$ cat config.mk
export PLATFORM = sky130hd
export DESIGN_NAME = eirq_unit
export DESIGN_NICKNAME = d
export VERILOG_FILES = /design/src/rtl/eirq_pkg.sv /design/src/rtl/eirq_sync.sv /design/src/rtl/eirq_detect.sv /design/src/rtl/eirq_latch.sv /design/src/rtl/eirq_unit.sv
export SDC_FILE = /design/constraint.sdc
export NUM_CORES = 1
export LEC_CHECK = 0
export ABC_AREA = 1
export CAP_MARGIN = 10
export CELL_PAD_IN_SITES_DETAIL_PLACEMENT = 0
export CELL_PAD_IN_SITES_GLOBAL_PLACEMENT = 1
export CORE_UTILIZATION = 30
export DETAILED_ROUTE_END_ITERATION = 7
export GPL_TIMING_DRIVEN = 1
export PLACE_DENSITY = 0.64
export REMOVE_ABC_BUFFERS = 1
export SLEW_MARGIN = 20
export SYNTH_ARGS = -nofsm -noshare
export SYNTH_HDL_FRONTEND = slang
export SYNTH_SLANG_ARGS = --single-unit
export TNS_END_PERCENT = 10
$ cat constraint.sdc
create_clock -name clk_i -period 1.52 [get_ports clk_i]
set_input_delay 0.228 -clock clk_i [delete_from_list [all_inputs] [get_ports clk_i]]
set_output_delay 0.228 -clock clk_i [all_outputs]
set_load 0.005 [all_outputs]
$ cat src/rtl/eirq_pkg.sv
package eirq_pkg;
  typedef enum logic [1:0] {
    SENS_LOW_FALL = 2'b00,
    SENS_RISE     = 2'b01,
    SENS_FALL     = 2'b10,
    SENS_BOTH     = 2'b11
  } sens_e;
endpackage

$ cat src/rtl/eirq_sync.sv
module eirq_sync #(
  parameter int W = 8
) (
  input  logic         clk_i,
  input  logic         rst_i,
  input  logic [W-1:0] async_i,
  output logic [W-1:0] cur_o,
  output logic [W-1:0] prev_o
);
  logic [W-1:0] meta_q, sync_q, hist_q;

  // Reset to the idle-high level so that release from reset looks like no edge.
  always_ff @(posedge clk_i) begin
    if (rst_i) begin
      meta_q <= '1;
      sync_q <= '1;
      hist_q <= '1;
    end else begin
      meta_q <= async_i;
      sync_q <= meta_q;
      hist_q <= sync_q;
    end
  end

  assign cur_o  = sync_q;
  assign prev_o = hist_q;
endmodule

$ cat src/rtl/eirq_detect.sv
module eirq_detect
  import eirq_pkg::*;
#(
  parameter int PP = 4
) (
  input  logic [PP-1:0] cur_i,
  input  logic [PP-1:0] prev_i,
  input  logic [PP-1:0] en_i,
  input  sens_e         mode_i,
  output logic          hit_o
);
  logic [PP-1:0] rise_w, fall_w, per_pin_w;

  assign rise_w = cur_i & ~prev_i;
  assign fall_w = ~cur_i & prev_i;

  always_comb begin
    unique case (mode_i)
      SENS_LOW_FALL: per_pin_w = ~cur_i;
      SENS_RISE:     per_pin_w = rise_w;
      SENS_FALL:     per_pin_w = fall_w;
      default:       per_pin_w = rise_w | fall_w;
    endcase
  end

  assign hit_o = |(per_pin_w & en_i);
endmodule

$ cat src/rtl/eirq_latch.sv
module eirq_latch (
  input  logic clk_i,
  input  logic rst_i,
  input  logic hit_i,
  input  logic ack_i,
  input  logic drop_i,
  output logic req_o
);
  logic req_q;

  // Priority: sensitivity rewrite, then new event, then acknowledge.
  always_ff @(posedge clk_i) begin
    if (rst_i)       req_q <= 1'b0;
    else if (drop_i) req_q <= 1'b0;
    else if (hit_i)  req_q <= 1'b1;
    else if (ack_i)  req_q <= 1'b0;
  end

  assign req_o = req_q;
endmodule

$ cat src/rtl/eirq_unit.sv
module eirq_unit
  import eirq_pkg::*;
#(
  parameter int NUM_VEC      = 2,
  parameter int PINS_PER_VEC = 4
) (
  input  logic                            clk_i,
  input  logic                            rst_i,
  input  logic [NUM_VEC*PINS_PER_VEC-1:0] pin_i,
  input  logic [NUM_VEC*PINS_PER_VEC-1:0] pin_irq_en_i,
  input  logic                            sens_we_i,
  input  logic [2*NUM_VEC-1:0]            sens_wdata_i,
  input  logic [NUM_VEC-1:0]              vec_ack_i,
  output logic [NUM_VEC-1:0]              irq_o
);
  localparam int NPINS = NUM_VEC * PINS_PER_VEC;

  logic [NPINS-1:0]     cur_w, prev_w;
  logic [2*NUM_VEC-1:0] sens_q;
  logic [NUM_VEC-1:0]   hit_w, drop_w;

  eirq_sync #(.W(NPINS)) u_sync (
    .clk_i  (clk_i),
    .rst_i  (rst_i),
    .async_i(pin_i),
    .cur_o  (cur_w),
    .prev_o (prev_w)
  );

  always_ff @(posedge clk_i) begin
    if (rst_i)          sens_q <= '0;
    else if (sens_we_i) sens_q <= sens_wdata_i;
  end

  for (genvar v = 0; v < NUM_VEC; v++) begin : g_vec
    assign drop_w[v] = sens_we_i &&
                       (sens_wdata_i[2*v +: 2] != sens_q[2*v +: 2]);

    eirq_detect #(.PP(PINS_PER_VEC)) u_det (
      .cur_i (cur_w[v*PINS_PER_VEC +: PINS_PER_VEC]),
      .prev_i(prev_w[v*PINS_PER_VEC +: PINS_PER_VEC]),
      .en_i  (pin_irq_en_i[v*PINS_PER_VEC +: PINS_PER_VEC]),
      .mode_i(sens_e'(sens_q[2*v +: 2])),
      .hit_o (hit_w[v])
    );

    eirq_latch u_lat (
      .clk_i (clk_i),
      .rst_i (rst_i),
      .hit_i (hit_w[v]),
      .ack_i (vec_ack_i[v]),
      .drop_i(drop_w[v]),
      .req_o (irq_o[v])
    );
  end
endmodule

## After elaboration in Yosys (flattened, before gate mapping)

Cells that the tools add are included.

- Register bits: 30
- Bits in latches: 0
- Bits in writable memories: 0
- Bits in read-only memories: 0
- Input port bits: 25
- Logic and storage cells: 40
- Memories: 0

- $add $sub $neg: 0
- $mul: 0
- Divide/modulo/power cells: 0
- $lt $le $gt $ge: 0
- Eq/ne operators: 6
- Shifts and indexed selects: 0
- Multiplexer cells: 6
- Bitwise operators: 12
- Reduce and logical (&&, ||, !) cells: 10

Operator list:

| cell | count |
|---|---|
| 4-bit bitwise AND | 6 |
| 4-bit case mux with 3 select lines | 2 |
| 4-bit inverter | 4 |
| 4-bit bitwise OR | 2 |
| 4-bit OR reduction | 2 |
| 2-bit by 1-bit equality test with 1-bit output, second input constant | 2 |
| 2-bit equality test, second input constant | 2 |
| 2-bit zero test | 2 |
| 1-bit 2-to-1 mux | 4 |
| 2-bit != test | 2 |
| 2-bit nonzero test | 2 |
| 2-bit OR reduction | 2 |
| 1-bit logical AND | 2 |

## Depth between registers and ports, before layout

- Depth in word-level cells: 7
- Mapped depth: 9
- Gate-level depth less buffers: 9

## Hierarchy

From an unflattened synthesis, not the netlist that was laid out.

- Cells, all modules: 241
- Area total of the unflattened synthesis: 1,690.4 µm²

Modules (own cells, without submodules):

| module | instances | cells each | area each (µm²) |
|---|---|---|---|
| eirq_sync | 1 | 75 | 689.4 |
| eirq_detect | 2 | 57 | 321.6 |
| eirq_unit | 1 | 36 | 255.2 |
| eirq_latch | 2 | 8 | 51.3 |

## Least setup slack after synthesis

OpenSTA, ideal clock, no wires.

- Path kind: register to register
- Start: reg u_sync.sync_q[4] (netlist: u_sync.cur_o[4])
- End: reg g_vec[1].u_lat.req_q
- Data arrival time: 1.003 ns
- Path slack: 0.405 ns
- Stages on the path, launching flop included: 10
- Buffers on the path: 0
- Clock period less this slack: 1.115 ns
- Cell sequence: dfxtp_1 inv_1 ha_1 nand3_1 nand2_1 inv_1 nand2_1 nand3_1 nor2_1 nor2_1

- Word-level cells in the longest chain between the ends: 7
- Elaborated cells on any way between the ends: 9
- Classes of those cells: 2 x mux; 5 x bitwise; 2 x reduce/logical

Ends and longest elaborated chain:

| element | RTL line | text |
|---|---|---|
| start: declaration | eirq_sync.sv:10 | `logic [W-1:0] meta_q, sync_q, hist_q;` |
| start signal: assignment | eirq_sync.sv:20 | `sync_q <= meta_q;` |
| 4-bit inverter | eirq_detect.sv:15, eirq_detect.sv:19 |  |
| 4-bit bitwise AND | eirq_detect.sv:15 | `assign fall_w = ~cur_i & prev_i;` |
| 4-bit bitwise OR | eirq_detect.sv:22 | `default: per_pin_w = rise_w \| fall_w;` |
| 4-bit case mux with 3 select lines * | eirq_detect.sv:18 | `unique case (mode_i)` |
| 4-bit bitwise AND * | eirq_detect.sv:26 | `assign hit_o = \|(per_pin_w & en_i);` |
| 4-bit OR reduction * | eirq_detect.sv:26 |  |
| 1-bit 2-to-1 mux / 2-bit nonzero test (equally long branches) | -- |  |
| end signal: assignment | eirq_latch.sv:14 | `else if (drop_i) req_q <= 1'b0;` |
| end signal: assignment | eirq_latch.sv:15 | `else if (hit_i) req_q <= 1'b1;` |
| end signal: assignment | eirq_latch.sv:16 | `else if (ack_i) req_q <= 1'b0;` |
| end: declaration | eirq_latch.sv:9 | `logic req_q;` |

Every way passes the cells marked *; elsewhere a longest branch is shown, timed or not.
A chain may end at the register's enable or synchronous reset.

## Worst setup path in the final report

- Start: reg g_vec[1].u_lat.req_q
- End: out irq_o[1]

RTL lines:

| element | RTL line | text |
|---|---|---|
| start signal: assignment | eirq_latch.sv:13 | `if (rst_i) req_q <= 1'b0;` |
| start signal: assignment | eirq_latch.sv:14 |  |
| start signal: assignment | eirq_latch.sv:15 |  |
| end: declaration | eirq_unit.sv:14 | `output logic [NUM_VEC-1:0] irq_o` |

No word-level cell between the ends.

==> results by group <==
Worst setup path
  – Setup crit start kind: flop
  – Crit path from: g_vec[1].u_lat.req_o
  – CP Capture Type: output port
  – Critical Path AT: around 1100 ps
  – CP bufs+invs: 1
  – Reg-to-reg critical path startpoint: u_sync.cur_o[4]
  – Max FO, Critical Path: 2
  – Depth of the worst register-to-register path: 9
  – Delay-heaviest family, CP: buffers and inverters
  – Critical Path RT: around 1300 ps
  – Crit path depth: 1
  – Slowest Stage Delay on Critical Path: around 490 ps
  – Slowest library cell on the worst path: clkdlybuf4s50_1
  – Critical Path, Cell by Cell: clkdlybuf4s50_1
  – Kind of critical path: reg2out

GRT
  – Global-route wire length before repair: between 4000 and 5000 microns
  – Grt met2 use: approximately 18%
  – Met1 Usage GRT: between 10% and 20%
  – Initial antenna violation count: 0
  – Vias in the first global route: ~1,100
  – GR peak layer: met2
  – GR Layer Usage met3: between 4 and 5%
  – Total Routing Usage GR: around an eighth
  – Global route overflow: 0
  – Largest net degree at the start of global routing: 17

Timing
  – Worst-Margin Slew: between 300 and 400 ps
  – Hold WS: roughly 410 ps
  – Relative slew margins: between 70% and 80%
  – RSZ-0062 raised after global routing: false
  – Max-slew violations: 0
  – Tmin final: around 1300 ps
  – Clk_skew: just over 2 ps
  – Setup TNS: 0 ps
  – Maximum clock rate: 756 MHz
  – Final hold violations: 0
  – Setup violators final: 0
  – Fin crit share: 87.1%

Yosys
  – EDFF count, synth: 0
  – YS warnings: 0
  – Distinct cells, synth: 15
  – Seq/Total Area, Yosys: approximately two fifths
  – Post-synthesis compound-gate area fraction: 5.39%
  – Post-synthesis instance total: between 150 and 200
  – Top post-synthesis cells by area: dfxtp_1 40%, ha_1 13%, nand3_1 9.4%
  – Post-Syn Area: about 1500 sq um
  – Area fraction of the dominant cell type after synthesis: between 40% and 50%
  – Mux contribution to synthesized area: 0%
  – Dominant synthesized flop cell: dfxtp_1
  – Count leader, synth: nand2_1
  – Simple-Gate Fraction of Synth Area: around 27%
  – Main combinational cell family by area after synthesis: simple AND/OR/NAND/NOR gates
  – Commonest cells in the netlist: 34 x nand2_1, 30 x dfxtp_1, 28 x nand3_1
  – Synth Area in Adders: between 10 and 15%
  – Ys async rst share: 0%
  – Syn_area_per_cell: approximately 8 sq um
  – Xor and xnor area share after synthesis: roughly 2.4%
  – Cell taking the most area after synthesis: dfxtp_1
  – Flops & latches, synth: 30

Die
  – Number of top-level pins: 27
  – Die Y: between 70 and 80 microns
  – Die ar.: about 5200 sq um
  – Initial Util: roughly 31%
  – DIE WIDTH: 72.4 microns
  – Core area: between 4000 and 5000 sq um
  – Std-Cell Rows: 25

Drt
  – Vias: around 1,200
  – Drt first-iter violations: 40
  – DRC errors left: 0
  – Final wirelength: around 2700 microns
  – Wire per inst: between 9 and 10 microns
  – TritonRoute pass-1 iters: 4
  – Detail Route Antenna Nets: 0
  – Vias per cell: approximately 4.0

Power and ir drop
  – Switching part of the total: 25.8%
  – Worst vdd ir: roughly 570 uV
  – Leakage power: between 0.9 and 1 nW
  – Seq pwr share: 49.2%
  – Clk network pwr share: ~37%
  – P_int: between 0.001 and 0.0015 W
  – Pwr dens: ~900 nW/um^2
  – Comb pwr share: 13.8%
  – P_sw: about 0.00045 W
  – Total Power Consumption: 0.00172 W

Finish
  – Total Nets Final: between 200 and 300
  – Area occupied by multi-input gates: around 720 sq um
  – Register area: roughly 600 sq um
  – Share of layout cells above drive strength 1: 15.2%
  – Synth-to-Final Area Change: 29.2%
  – FILL cells: slightly above 500
  – Share of the core filled with cells: 40.4%
  – Antenna cells: 0

Clock network
  – Cts hold-fix bufs: 0
  – Root Driver: clkbuf_8
  – Quantity of gates resized following cts: 0
  – Clock Pin Slew Worst Setup and Hold Paths: approximately 70 ps
  – CTS Sinks: 30
  – CTS tree: built
  – CTS max path bufs: 2
  – Worst skew pair latency: between 200 and 300 ps
  – CTS buffer count: 5
  – Setup Buffers After CTS: 0
  – H-tree levels: 2

Hold path
  – Worst min path class: reg2reg
  – Hold path cells: 1
  – Worst hold start: u_sync.meta_q[0]

Place
  – GP Congestion: 0.738
  – Port bufs: 26
  – Post-detail-place hpwl: slightly above 2000 microns

Job
  – Max cap viols: 0

Status
  – Outcome: completed
==> metrics by stage <==
| step | instance area (sq um) | worst slack, ps | instances |
|---|---|---|---|
| 6_report | 1920 | 196 | 291 |
| 5_1_grt | 1920 | 78.3 | 291 |
| 4_1_cts | 1920 | 180 | 291 |
| 3_5_place_dp | 1830 | 244 | 283 |
| 3_3_place_gp | 1830 | 257 | 283 |
| 2_1_floorplan | 1430 | 390 | 182 |
==> metal layers <==
| layer | wire length (microns) | part of all wire, % |
|---|---|---|
| met2 | 1120 | 42 |
| met4 | 32 | 1.2 |
| met1 | 1430 | 53 |
| met3 | 104 | 3.9 |
| met5 | 0 | 0 |
==> flip-flops by register name, indices dropped and copies added, names as in the netlist <==
register,flops
g_vec.u_lat.req_o,2
sens_q,4
u_sync.cur_o,8
u_sync.meta_q,8
u_sync.prev_o,8
==> worst paths after layout <==
| kind | endpoint | slack, ps |
|---|---|---|
| worst min register to register | u_sync.cur_o[0] | 410 |
| worst min-delay path | u_sync.cur_o[0] | 410 |
| worst max register to register | g_vec[1].u_lat.req_o | 240 |
| worst max-delay path | irq_o[1] | 200 |
==> cell families (layout without fill, tap and decap cells) <==
kind of cell	after synthesis	in the layout
and+or+nand+nor	88	88
buffers and inverters	36	70
DFF	30	30
adders and majority gates	16	16
AOI/OAI and AO/OA	16	16
xor gates and xnor gates	4	4
==> power by group through the flow <==
stage | combinational (W) | clock (W) | sequential (W)
finish | 0.000238 | 0.000636 | 0.000849
global placement | 0.000242 | 0 | 0.000866
floorplan | 0.000108 | 0 | 0.000868
detailed placement | 0.000241 | 0 | 0.000866
global route | 0.000275 | 0.000697 | 0.000853
CTS | 0.000242 | 0.000661 | 0.000848
==> area by class of cell <==
| class | instances | share of cell area (%) |
|---|---|---|
| well taps | 67 | 4.36 |
| inverters | 28 | 5.47 |
| multi-input cells | 124 | 37.5 |
| clock buffers | 5 | 3.58 |
| flip-flops and latches | 30 | 31.3 |
| repair buffers | 34 | 16.7 |
| clock inverters | 3 | 1.11 |
==> layout by cell type (no fill, tap or decap), types with 2 or more instances in the layout <==
| cell type | n |
|---|---|
| nand2_1 | 34 |
| dfxtp_1 | 30 |
| nand3_1 | 28 |
| inv_1 | 26 |
| clkdlybuf4s50_1 | 26 |
| or2_2 | 16 |
| ha_1 | 16 |
| o21ai_0 | 13 |
| nor2_1 | 10 |
| buf_4 | 8 |
| clkbuf_8 | 5 |
| xor2_1 | 4 |
| inv_2 | 2 |
| a21oi_1 | 2 |
Note: power is estimated with default switching activity, not from simulation.
